--- config.mk ---
export PLATFORM = sky130hd
export DESIGN_NAME = lane_periph_dec
export DESIGN_NICKNAME = d
export VERILOG_FILES = /design/src/rtl/lpd_pkg.sv /design/src/rtl/lpd_region_decode.sv /design/src/rtl/lpd_access_gate.sv /design/src/rtl/lpd_lockout_timer.sv /design/src/rtl/lpd_read_mux.sv /design/src/rtl/lane_periph_dec.sv
export SDC_FILE = /design/constraint.sdc
export NUM_CORES = 1
export LEC_CHECK = 0
export ABC_AREA = 1
export BUFFER_PORTS_ARGS = -buffer_cell sky130_fd_sc_hd__buf_2
export CORE_UTILIZATION = 47
export DETAILED_ROUTE_END_ITERATION = 12
export GPL_TIMING_DRIVEN = 0
export PLACE_DENSITY_LB_ADDON = 0.2
export SLEW_MARGIN = 20
export SYNTH_ARGS = -nofsm -noshare
export SYNTH_HDL_FRONTEND = slang
export SYNTH_SLANG_ARGS = --single-unit
export TNS_END_PERCENT = 20
--- constraint.sdc ---
create_clock -name clk -period 3.8 [get_ports clk]
set_clock_uncertainty 0.1 [all_clocks]
set_input_delay 0.38 -clock clk [delete_from_list [all_inputs] [get_ports clk]]
set_output_delay 0.38 -clock clk [all_outputs]
set_load 0.02 [all_outputs]
--- src/rtl/lpd_pkg.sv ---
package lpd_pkg;

    localparam int unsigned OFS_W = 18;

    localparam logic [13:0] ROM_PRI_HI  = 14'h07C0;   // 0x1F00_0000 >> 18
    localparam logic [13:0] ROM_MIR_HI  = 14'h3C00;   // 0xF000_0000 >> 18
    localparam logic [14:0] STORE_HI    = 15'h7802;   // 0xF004_0000 >> 17
    localparam logic [15:0] RTC_RO_HI   = 16'hF003;
    localparam logic [15:0] RTC_HI      = 16'hF006;
    localparam logic [15:0] LED_HI      = 16'hF007;

    typedef enum logic [2:0] {
        RG_NONE,
        RG_ROM,
        RG_ROM_MIR,
        RG_STORE,
        RG_RTC,
        RG_RTC_RO,
        RG_LED
    } region_e;

    typedef enum logic [2:0] {
        TG_NONE,
        TG_ROM,
        TG_STORE,
        TG_RTC,
        TG_LED
    } target_e;

    typedef struct packed {
        region_e            region;
        logic [OFS_W-1:0]   offset;
    } decode_t;

    typedef struct packed {
        target_e            target;
        logic               err;
        logic               grant;
    } verdict_t;

    function automatic region_e classify(input logic [31:0] a);
        region_e r;
        r = RG_NONE;
        if (a[31:18] == ROM_PRI_HI)
            r = RG_ROM;
        else if (a[31:18] == ROM_MIR_HI && a[17:16] != 2'b11)
            r = RG_ROM_MIR;
        else if (a[31:16] == RTC_RO_HI)
            r = RG_RTC_RO;
        else if (a[31:17] == STORE_HI)
            r = RG_STORE;
        else if (a[31:16] == RTC_HI)
            r = RG_RTC;
        else if (a[31:16] == LED_HI)
            r = RG_LED;
        return r;
    endfunction

    function automatic logic [3:0] status_nibble(
        input logic busy, input logic pf_n, input logic cen, input logic sf_n);
        return {~sf_n, cen, ~pf_n, busy};
    endfunction

endpackage

--- src/rtl/lpd_region_decode.sv ---
module lpd_region_decode
    import lpd_pkg::*;
(
    input  logic [31:0] addr,
    output decode_t     dec
);
    always_comb begin
        dec.region = classify(addr);
        dec.offset = addr[OFS_W-1:0];
    end
endmodule

--- src/rtl/lpd_access_gate.sv ---
module lpd_access_gate
    import lpd_pkg::*;
#(
    parameter int unsigned STORE_BYTES = 2048,
    parameter int unsigned RTC_NIBBLES = 16
) (
    input  logic                 valid,
    input  logic                 write,
    input  logic                 rom_128k,
    input  logic                 busy,
    input  decode_t              dec,
    output verdict_t             vd,
    output logic [OFS_W-1:0]     dev_ofs
);
    localparam int unsigned SIDX_W = $clog2(STORE_BYTES);
    localparam int unsigned RIDX_W = $clog2(RTC_NIBBLES);

    logic    bad;
    target_e tgt;

    always_comb begin
        bad = 1'b0;
        tgt = TG_NONE;
        unique case (dec.region)
            RG_ROM: begin
                tgt = TG_ROM;
                bad = write || (!rom_128k && dec.offset[17:16] == 2'b11);
            end
            RG_ROM_MIR: begin
                tgt = TG_ROM;
                bad = (dec.offset[1:0] != 2'b00);
            end
            RG_STORE: begin
                tgt = TG_STORE;
                bad = busy;
            end
            RG_RTC: begin
                tgt = TG_RTC;
            end
            RG_RTC_RO: begin
                tgt = TG_RTC;
                bad = write;
            end
            RG_LED: begin
                tgt = TG_LED;
                bad = !write;
            end
            default: begin
                tgt = TG_NONE;
                bad = 1'b1;
            end
        endcase
        vd.err    = valid && bad;
        vd.grant  = valid && !bad;
        vd.target = vd.grant ? tgt : TG_NONE;
    end

    always_comb begin
        dev_ofs = '0;
        case (vd.target)
            TG_ROM:   dev_ofs = dec.offset;
            TG_STORE: dev_ofs = OFS_W'(dec.offset[SIDX_W+1:2]);
            TG_RTC:   dev_ofs = OFS_W'(dec.offset[RIDX_W+1:2]);
            default:  dev_ofs = '0;
        endcase
    end
endmodule

--- src/rtl/lpd_lockout_timer.sv ---
module lpd_lockout_timer #(
    parameter int unsigned CLK_HZ  = 25_000_000,
    parameter int unsigned LOCK_MS = 20
) (
    input  logic clk,
    input  logic rst,
    input  logic start,
    output logic busy
);
    localparam int unsigned LOCK_CYCLES = CLK_HZ / 1000 * LOCK_MS;
    localparam int unsigned CNT_W       = $clog2(LOCK_CYCLES + 1);

    logic [CNT_W-1:0] remain;

    always_ff @(posedge clk) begin
        if (rst)
            remain <= '0;
        else if (start)
            remain <= CNT_W'(LOCK_CYCLES);
        else if (remain != '0)
            remain <= remain - 1'b1;
    end

    assign busy = (remain != '0);
endmodule

--- src/rtl/lpd_read_mux.sv ---
module lpd_read_mux
    import lpd_pkg::*;
(
    input  target_e      target,
    input  logic         rd_ok,
    input  logic [7:0]   rom_byte,
    input  logic [7:0]   store_byte,
    input  logic [3:0]   rtc_nib,
    input  logic [3:0]   status,
    output logic [31:0]  rdata
);
    logic [7:0] lane;

    always_comb begin
        lane = 8'h00;
        if (rd_ok) begin
            case (target)
                TG_ROM:   lane = rom_byte;
                TG_STORE: lane = store_byte;
                TG_RTC:   lane = {rtc_nib, status};
                default:  lane = 8'h00;
            endcase
        end
        rdata = {lane, 24'h000000};
    end
endmodule

--- src/rtl/lane_periph_dec.sv ---
module lane_periph_dec
    import lpd_pkg::*;
#(
    parameter int unsigned CLK_HZ      = 25_000_000,
    parameter int unsigned LOCK_MS     = 20,
    parameter int unsigned STORE_BYTES = 2048,
    parameter int unsigned RTC_NIBBLES = 16
) (
    input  logic         clk,
    input  logic         rst,
    input  logic         rom_128k,
    input  logic         req_valid,
    input  logic         req_write,
    input  logic [31:0]  req_addr,
    input  logic [7:0]   req_wdata,
    input  logic [7:0]   rom_rdata,
    input  logic [7:0]   store_rdata,
    input  logic [3:0]   rtc_rdata,
    input  logic         pwr_fail_n,
    input  logic         sec_fail_n,
    input  logic         cnt_enable,
    output logic         cs_rom,
    output logic         cs_store,
    output logic         cs_rtc,
    output logic         cs_led,
    output logic         dev_we,
    output logic [17:0]  dev_addr,
    output logic [7:0]   dev_wdata,
    output logic [31:0]  rdata,
    output logic         bus_err,
    output logic         store_busy,
    output logic [7:0]   led_q
);
    decode_t          dec;
    verdict_t         vd;
    logic [OFS_W-1:0] ofs;
    logic             busy_w;
    logic             store_wr;

    lpd_region_decode i_decode (
        .addr (req_addr),
        .dec  (dec)
    );

    lpd_access_gate #(
        .STORE_BYTES (STORE_BYTES),
        .RTC_NIBBLES (RTC_NIBBLES)
    ) i_gate (
        .valid    (req_valid),
        .write    (req_write),
        .rom_128k (rom_128k),
        .busy     (busy_w),
        .dec      (dec),
        .vd       (vd),
        .dev_ofs  (ofs)
    );

    assign store_wr = vd.grant && req_write && (vd.target == TG_STORE);

    lpd_lockout_timer #(
        .CLK_HZ  (CLK_HZ),
        .LOCK_MS (LOCK_MS)
    ) i_lock (
        .clk   (clk),
        .rst   (rst),
        .start (store_wr),
        .busy  (busy_w)
    );

    lpd_read_mux i_rmux (
        .target     (vd.target),
        .rd_ok      (vd.grant && !req_write),
        .rom_byte   (rom_rdata),
        .store_byte (store_rdata),
        .rtc_nib    (rtc_rdata),
        .status     (status_nibble(busy_w, pwr_fail_n, cnt_enable, sec_fail_n)),
        .rdata      (rdata)
    );

    always_ff @(posedge clk) begin
        if (rst)
            led_q <= 8'hFF;
        else if (vd.grant && req_write && vd.target == TG_LED)
            led_q <= req_wdata;
    end

    assign cs_rom     = (vd.target == TG_ROM);
    assign cs_store   = (vd.target == TG_STORE);
    assign cs_rtc     = (vd.target == TG_RTC);
    assign cs_led     = (vd.target == TG_LED);
    assign dev_we     = vd.grant && req_write;
    assign dev_addr   = ofs;
    assign dev_wdata  = req_wdata;
    assign bus_err    = vd.err;
    assign store_busy = busy_w;
endmodule

==> impl_metrics.tcl, run 1 <==
set metrics [dict create \
    ys.flop_type "dfxtp_1" \
    grt.overflow.total 0 \
    routed_wl_mm 5.787 \
    drtPass1Iterations 4 \
    combPwrFrac 0.562 \
    critical_path_required_ps 3320 \
    cts.sinks 27 \
    r2r_start "i_lock.remain[0]" \
    cp-end-kind "output port" \
    drt_iter0_drc 127 \
    num-nets-final 582 \
    clkLatencyLatePin_ps 270 \
    fmax_ghz 0.3168 \
    clkPwrFrac 0.118 \
    power_density_nw_per_um2 442.1 \
    fp.dieH_um 72.16 \
    start_kind "flip-flop" \
    postCtsSetupBuffers 0 \
    grt_pass1_wl_mm 9.811 \
    p_seq_frac 0.319 \
    setup_tns_ps 0 \
    syn_inst 371 \
    port_buffers 114 \
    period_share 0.8306 \
    synth_edf_count 0 \
    synthToLayoutAreaGrowth_pct 33.96 \
    chipWidth_um 72.16 \
    start_util 0.4898 \
    synth_area_per_cell_um2 6.236 \
    htree_num_levels 1 \
    post-route-drc-count 0 \
    antenna_found_initial 0 \
    dpl.hpwl_mm 4.874 \
    hold_class "primary input to flip-flop" \
    hold_start "req_wdata[1]" \
    ant_nets 0 \
    rrSetupSlack_ps 1350 \
    avgRoutedWirePerCell_um 9.995 \
    io_pins 141 \
    core_area_um2 4723 \
    yosysTopAreaCell "dfxtp_1" \
    post_cts_resize_count 0 \
    seqCellArea_um2 540.5 \
    p_leak_nw 1.824 \
    grt_pass1_vias 2402 \
    vias 2638 \
    finalCriticalPeriod_ps 3156 \
    final_max_slew_viol_count 0 \
    netlist_area_um2 2313 \
    hold_buffers 0 \
    hold_depth 3 \
    cts_root_buf "clkbuf_8" \
    finalHoldViolCount 0 \
    maxCapViolCount 0 \
    ys_ff_latch 27 \
    nFillCells 452 \
    antenna_cells 0 \
    ir_drop_uv 240.6 \
    critical_path_class "flip-flop to output port" \
    cts_buffer_depth 2 \
    synth_area_leaders "dfxtp_1 23%, nand2_1 13%, nor2_1 12%" \
    synth_warnings 0 \
    cts_inserted_buffers 3 \
    switching_share 0.4455 \
    synth_cell_type_count 33 \
    rsz0062_at_grt "false" \
    async_flop_share 0 \
    crit_fanout 10 \
    drive_above_1_share 0.3574 \
    power.switching_w 0.0006104 \
    cp.arrival_ps 2680 \
    grt_max_degree 15 \
    post-route-util 0.6562 \
    intPower_w 0.0007599 \
    run_status "completed" \
    netlist.area_leader.share 0.2336 \
    rows 25 \
    grt.total_usage 0.2312 \
    rr_endpoint "led_q[2]" \
    critPathLaunch "i_lock.remain[0]" \
    hold_end "led_q[1]" \
    r2r_cells 15 \
    setup_viol 0 \
    synthTopCellsByCount "78 x nand2_1, 75 x nor2_1, 41 x inv_1" \
    clkSlewWorstSetupHoldPaths_ps 90 \
    gp_congestion 0.8144 \
    synth-seq-area-share 0.2336 \
    cts_tree "done" \
    multi_input_area_um2 1408 \
    die_area_um2 5207 \
    vias_per_cell 4.556 \
    yosysMostFrequentCell "nand2_1" \
]
-- sequential cells by signal, indices dropped and copies added, names as in the netlist --
register,count
i_lock.remain,19
led_q,8
-- layout make-up --
class / count / share of cell area
multi-input combinational: 282 / 0.4542
timing repair buffer: 114 / 0.1841
sequential: 27 / 0.1744
buffer: 40 / 0.09124
inverter: 45 / 0.05450
tap: 67 / 0.02705
clock buffer: 4 / 0.01453
-- critical path: stages, from the launching register on --
cell	delay (ps)
dfxtp_1	330
inv_1	100
ha_1	200
nand2_1	60
nor2_1	100
nand2_1	100
nor2_4	150
nand4_4	140
nand2_2	110
nand4_4	100
nor2_8	180
nand2_4	120
inv_2	90
nand2_2	80
buf_2	210
o22ai_1	140
buf_2	190
-- power groups by stage --
stage          Sequential [W]  Combinational (W)  Clock, W
2_1_floorplan        0.000425           0.000629         0
3_3_place_gp         0.000439           0.000744         0
3_5_place_dp         0.000443           0.000765         0
4_1_cts              0.000438           0.000770  0.000167
5_1_grt              0.000451           0.000884  0.000179
6_report             0.000438           0.000770  0.000162
-- layout by cell type (no fill, tap or decap), drive strengths merged, types with 2 or more instances in the layout --
| cell type | count |
|---|---|
| o21ai | 5 |
| dfxtp | 27 |
| xnor2 | 6 |
| xor2 | 8 |
| nor3 | 5 |
| nand3 | 16 |
| buf | 152 |
| o22ai | 2 |
| clkbuf | 6 |
| inv | 44 |
| nand2 | 85 |
| nor2 | 91 |
| nand4 | 26 |
| conb | 24 |
| a21oi | 9 |
-- logic make-up (layout without fill, tap and decap cells) --
kind of cell             Yosys count  count (layout)  share of synthesized area
flip-flops                        27              27                     0.2336
other                              1              24                   0.001621
XOR/XNOR                          14              14                    0.05300
buffers and inverters             85             203                     0.1952
AO/OA/AOI/OAI                     18              18                    0.04218
AND/OR/NAND/NOR                  225             225                     0.4689
adder cells (fa/ha/maj)            1               1                   0.005407
-- stage by stage --
step | total power (W) | hold slack, ps | std cells | setup WS (ps) | area (um2)
global route | 0.001514 | 236.8 | 579 | 361.8 | 3099
finish | 0.001370 | 233.6 | 579 | 643.6 | 3099
CTS | 0.001375 | 228.7 | 579 | 620.5 | 3099
floorplan | 0.001054 | 343.7 | 394 | 1070 | 2400
global placement | 0.001183 | 333.6 | 575 | 944.9 | 3054
detailed placement | 0.001209 | 350.8 | 575 | 881.1 | 3054
-- metal layers --
layer	wire [um]	vias up	part of all wire	track usage
li1	-	1386	-	-
met1	2343	1144	0.40	0.2545
met2	2991	100	0.52	0.4507
met3	383	8	0.066	0.04722
met4	68	0	0.012	0.05011
met5	0	-	0	0
-- worst max path at each step --
stage | slack, ps | cells past startpoint | endpoint
CTS | 620 | 16 | dev_addr[3]
finish | 640 | 16 | dev_addr[3]
floorplan | 1070 | 15 | dev_addr[2]
detailed placement | 880 | 14 | dev_addr[3]
global route | 360 | 16 | dev_addr[2]
global placement | 940 | 15 | rdata[24]
Power figures use the tool's default switching activity.
==> run 2: changes to the inputs <==
--- a/config.mk
+++ b/config.mk
@@ -7,7 +7,7 @@
 export LEC_CHECK = 0
 export ABC_AREA = 1
 export BUFFER_PORTS_ARGS = -buffer_cell sky130_fd_sc_hd__buf_2
-export CORE_UTILIZATION = 47
+export CORE_UTILIZATION = 44
 export DETAILED_ROUTE_END_ITERATION = 12
 export GPL_TIMING_DRIVEN = 0
 export PLACE_DENSITY_LB_ADDON = 0.2
==> constraint.sdc (replaced) <==
create_clock -name clk -period 3.1 [get_ports clk]
set_clock_uncertainty 0.1 [all_clocks]
set_input_delay 0.31 -clock clk [delete_from_list [all_inputs] [get_ports clk]]
set_output_delay 0.31 -clock clk [all_outputs]
set_load 0.02 [all_outputs]
==> impl_metrics.tcl, run 2 (synthesized netlist as in run 1, its figures left out) <==
set metrics [dict create \
    io_pins 141 \
    reg.largest.list "i_lock.remain (19), led_q (8)" \
    combPwrFrac 0.569 \
    intPower_w 0.0009535 \
    clkSlewWorstSetupHoldPaths_ps 90 \
    crit_fanout 8 \
    routed_wl_mm 5.867 \
    cp-end-kind "output port" \
    final_cell_mix "107 x buf_2, 77 x nand2_1, 69 x nor2_1, 46 x buf_4, 40 x inv_1" \
    vias_per_cell 4.572 \
    avgRoutedWirePerCell_um 9.995 \
    whs_ps 159.8 \
    worstSetupEndpoint "rdata[28]" \
    start_kind "flip-flop" \
    cts_buffer_depth 2 \
    ir_drop_uv 257.9 \
    num-nets-final 587 \
    place_inst 578 \
    grt.total_usage 0.2094 \
    maxCapViolCount 0 \
    clkPwrFrac 0.117 \
    fp.dieH_um 74.51 \
    post-route-drc-count 0 \
    drive_above_1_share 0.3810 \
    run_status "completed" \
    drtPass1Iterations 4 \
    htree_num_levels 1 \
    nFillCells 481 \
    rows 26 \
    critical_path_required_ps 2690 \
    clkLatencyLatePin_ps 270 \
    antenna_cells 0 \
    core_area_um2 5075 \
    cp.arrival_ps 2540 \
    chipWidth_um 74.51 \
    cts_inserted_buffers 3 \
    finalCriticalPeriod_ps 2953 \
    largest_reg_flops 19 \
    r2r_cells 16 \
    final_max_slew_viol_count 0 \
    gp_congestion 0.8531 \
    r2r_start "i_lock.remain[0]" \
    fin_cells 587 \
    ant_nets 0 \
    hold_depth 3 \
    power.switching_w 0.0007500 \
    grt_pass1_wl_mm 9.218 \
    die_area_um2 5552 \
    power_density_nw_per_um2 527.9 \
    rrSetupSlack_ps 760 \
    period_share 0.9526 \
    critical_path_class "flip-flop to output port" \
    dpl.hpwl_mm 4.732 \
    rr_endpoint "i_lock.remain[3]" \
    setup_tns_ps 0 \
    final_common_cell "buf_2" \
    critPathLaunch "i_lock.remain[0]" \
    fin_ws_ps 147.0 \
    start_util 0.4559 \
    dp_slack_ps 309.1 \
    switching_share 0.4403 \
    grt.overflow.total 0 \
    vias 2684 \
    p_leak_nw 1.851 \
    cts.sinks 27 \
    fmax_ghz 0.3386 \
    synthToLayoutAreaGrowth_pct 39.48 \
    cts_root_buf "clkbuf_8" \
    drt_iter0_drc 168 \
    p_seq_frac 0.314 \
    port_buffers 114 \
    finalHoldViolCount 0 \
    cts_tree "done" \
    antenna_found_initial 0 \
    setup_viol 0 \
    grt_pass1_vias 2275 \
    top_register "i_lock.remain" \
    hold_class "primary input to flip-flop" \
    post-route-util 0.6358 \
    grt_max_degree 15 \
]
-- run 2: routing by layer --
metal  vias to the layer above  track usage  wire, um
met3                         7      0.03794       349
met2                       102       0.4094      3060
met1                      1178       0.2342      2413
li1                       1397            -         -
met5                         -            0         0
met4                         0      0.03983        44
-- run 2: cell type report --
| class | instances | area (um2) | share of cell area |
|---|---|---|---|
| buffer | 40 | 291.5 | 0.09035 |
| clock buffer | 4 | 45.04 | 0.01396 |
| inverter | 45 | 168.9 | 0.05235 |
| multi-input combinational | 282 | 1450 | 0.4494 |
| sequential | 27 | 540.5 | 0.1675 |
| tap | 70 | 87.58 | 0.02714 |
| timing repair buffer | 119 | 643.1 | 0.1993 |
-- run 2: how the worst min path moves through the flow --
stage | startpoint | end | slack, ps
3_3_place_gp | led_q[1] | led_q[1] | 330
3_5_place_dp | led_q[6] | led_q[6] | 340
6_report | req_wdata[3] | led_q[3] | 160
4_1_cts | req_wdata[3] | led_q[3] | 160
5_1_grt | req_wdata[2] | led_q[2] | 170
2_1_floorplan | req_wdata[0] | led_q[0] | 340
-- run 2: worst max-delay path, cell delays in order (launching register included) --
cell and delay [ps]:
dfxtp_1 330, inv_2 70, ha_2 180, nand2_1 50, nor2_1 100, nand2_1 100
nor2_4 170, nand4_4 110, nand2_2 110, nand4_4 110, nor2_8 160, nand2_8 90
inv_2 90, nand2_2 90, nand2_2 100, nand2_4 100, nor2_2 140, buf_4 150
-- run 2: through the flow --
stage	area (um2)	power, W
after global routing	3227	0.001870
after global placement	3058	0.001453
after detailed placement	3058	0.001481
after floorplan	2400	0.001292
after CTS	3138	0.001684
final	3227	0.001703
-- run 2: power groups by stage --
| stage | logic [W] | clock network, W | registers (W) |
|---|---|---|---|
| 3_3_place_gp | 0.000914 | 0 | 0.000539 |
| 6_report | 0.000969 | 0.000200 | 0.000535 |
| 4_1_cts | 0.000945 | 0.000205 | 0.000534 |
| 2_1_floorplan | 0.000771 | 0 | 0.000521 |
| 3_5_place_dp | 0.000940 | 0 | 0.000542 |
| 5_1_grt | 0.00111 | 0.000213 | 0.000551 |
-- run 2: what timing repair did --
action	in CTS	in global routing
gates cloned	0	0
setup buffers	3	2
endpoints found under the hold margin	0	0
gates resized for setup	0	26
setup endpoints to repair	4	26
pin swaps	1	4
hold buffers	0	0
==> run 3: changes to the inputs <==
--- a/config.mk
+++ b/config.mk
@@ -7,7 +7,7 @@
 export LEC_CHECK = 0
 export ABC_AREA = 1
 export BUFFER_PORTS_ARGS = -buffer_cell sky130_fd_sc_hd__buf_2
-export CORE_UTILIZATION = 44
+export CORE_UTILIZATION = 40
 export DETAILED_ROUTE_END_ITERATION = 12
 export GPL_TIMING_DRIVEN = 0
 export PLACE_DENSITY_LB_ADDON = 0.2
==> constraint.sdc (replaced) <==
create_clock -name clk -period 2.55 [get_ports clk]
set_clock_uncertainty 0.1 [all_clocks]
set_input_delay 0.255 -clock clk [delete_from_list [all_inputs] [get_ports clk]]
set_output_delay 0.255 -clock clk [all_outputs]
set_load 0.02 [all_outputs]
==> impl_metrics.tcl, run 3 (synthesized netlist as in run 1, its figures left out) <==
set metrics [dict create \
    p_leak_nw 1.970 \
    whs_ps 89.87 \
    reg.largest.list "i_lock.remain (19), led_q (8)" \
    cp.arrival_ps 2340 \
    grt_pass1_vias 2599 \
    final_cell_mix "88 x buf_2, 75 x nand2_1, 63 x buf_4, 53 x nor2_1, 39 x inv_1" \
    cp.buffers_inverters 3 \
    r2r_start "i_lock.remain[0]" \
    top_register "i_lock.remain" \
    cts.sinks 27 \
    cts_buffer_depth 2 \
    clkSlewWorstSetupHoldPaths_ps 100 \
    port_buffers 114 \
    grt_max_degree 17 \
    grt_pass1_wl_mm 10.50 \
    cpPeakStageDelay_ps 340 \
    crit_fanout 8 \
    slowest_stage "dfxtp_2" \
    post-route-drc-count 0 \
    final_max_slew_viol_count 0 \
    critPathLaunch "i_lock.remain[0]" \
    place_area_um2 3060 \
    antenna_cells 0 \
    finalCriticalPeriod_ps 2691 \
    cp-end-kind "output port" \
    vias 2752 \
    path_cells "inv_4 > ha_4 > nand2_2 > nor2_2 > nand2_2 > nor2_4 > nand4_4 > nand2_2 > nand4_4 > nor2_8 > nand2_8 > inv_8 > nand2_8 > nand2_4 > nand2_8 > nor2_4 > buf_6" \
    start_util 0.4176 \
    finalHoldViolCount 0 \
    cts_tree "done" \
    grt.overflow.total 0 \
    fp.dieH_um 78.05 \
    fmax_ghz 0.3716 \
    routed_wl_mm 6.538 \
    rrSetupSlack_ps 130 \
    final_common_cell "buf_2" \
    ant_nets 0 \
    grt.total_usage 0.2096 \
    die_area_um2 6092 \
    multi_input_area_um2 1609 \
    avgRoutedWirePerCell_um 10.81 \
    vias_per_cell 4.549 \
    critical_path_class "flip-flop to output port" \
    drtPass1Iterations 4 \
    rr_endpoint "i_lock.remain[3]" \
    rows 27 \
    power_density_nw_per_um2 628.4 \
    start_kind "flip-flop" \
    cp.depth 17 \
    cts_inserted_buffers 3 \
    core_area_um2 5540 \
    cts_root_buf "clkbuf_8" \
    crit_family "simple AND/OR/NAND/NOR gates" \
    r2r_cells 18 \
    seqCellArea_um2 545.5 \
    drive_above_1_share 0.4522 \
    worstSetupEndpoint "rdata[29]" \
    setup_viol 28 \
    nFillCells 510 \
    drt_iter0_drc 102 \
    hold_class "primary input to flip-flop" \
    htree_num_levels 1 \
    run_status "finished, violations left" \
    io_pins 141 \
    clkLatencyLatePin_ps 280 \
    period_share 1.055 \
    ir_drop_uv 500.1 \
    dpl.hpwl_mm 4.857 \
    antenna_found_initial 0 \
    gp_congestion 0.8293 \
    synthToLayoutAreaGrowth_pct 57.60 \
    rsz0062_at_grt "true" \
    fin_ws_ps -141.3 \
    maxCapViolCount 0 \
    num-nets-final 603 \
    finalInstanceArea_um2 3646 \
    violations "setup timing" \
    chipWidth_um 78.05 \
    critical_path_required_ps 2190 \
    largest_reg_flops 19 \
]
-- run 3: worst reg2reg max path: cells and delay by family (launching register included) --
family / cells / cell delay [ps]
simple gates: 13 / 1230
flops: 1 / 340
buf+inv: 4 / 510
fa+ha+maj: 1 / 140
-- run 3: through the flow --
| stage | util | setup TNS (ps) | instances | setup slack, ps | power (W) |
|---|---|---|---|---|---|
| final | 0.6581 | -1958 | 605 | -141.3 | 0.002291 |
| after CTS | 0.6290 | -3952 | 596 | -191.5 | 0.002195 |
| after global routing | 0.6581 | -6122 | 605 | -291.4 | 0.002496 |
| after floorplan | - | -393.4 | 394 | -54.52 | 0.001571 |
| after detailed placement | 0.5524 | -4257 | 580 | -233.8 | 0.001804 |
| after global placement | 0.5524 | -3149 | 580 | -182.0 | 0.001770 |
-- run 3: cell type report --
type | instances | share of cell area
tap | 72 | 0.02471
multi-input combinational | 282 | 0.4413
clock inverter | 1 | 0.002059
sequential | 27 | 0.1496
timing repair buffer | 135 | 0.2375
clock buffer | 3 | 0.01132
inverter | 45 | 0.04976
buffer | 40 | 0.08373
-- run 3: where the power goes --
| part | total, W | switching [W] | internal [W] | leakage, nW |
|---|---|---|---|---|
| clock | 0.000257 | 0.000145 | 0.000111 | 0.0217 |
| combinational | 0.00136 | 0.000736 | 0.000624 | 1.73 |
| sequential | 0.000675 | 0.000125 | 0.000549 | 0.222 |
| total | 0.00229 | 0.00101 | 0.00128 | 1.97 |
-- run 3: timing repair --
| item | in CTS | in global routing |
|---|---|---|
| buffers inserted | 10 | 9 |
| setup endpoints to repair | 32 | 50 |
| gates cloned | 2 | 0 |
| gates resized for setup | 86 | 31 |
| hold buffers | 0 | 0 |
| pin swaps | 20 | 16 |
-- run 3: how the worst min path moves through the flow --
stage,start,to,slack (ps),depth (start not counted)
after floorplan,req_wdata[0],led_q[0],280,2
after global placement,led_q[2],led_q[2],330,2
after detailed placement,led_q[7],led_q[7],340,2
after CTS,req_wdata[3],led_q[3],90,3
after global routing,req_wdata[2],led_q[2],90,3
final,req_wdata[3],led_q[3],90,3
-- run 3: per-layer routing --
metal | vias up | track usage | share of wire
met5 | - | 0 | 0
met4 | 0 | 0.05000 | 0.011
met3 | 9 | 0.03372 | 0.048
met2 | 98 | 0.4114 | 0.53
met1 | 1208 | 0.2313 | 0.41
li1 | 1437 | - | -
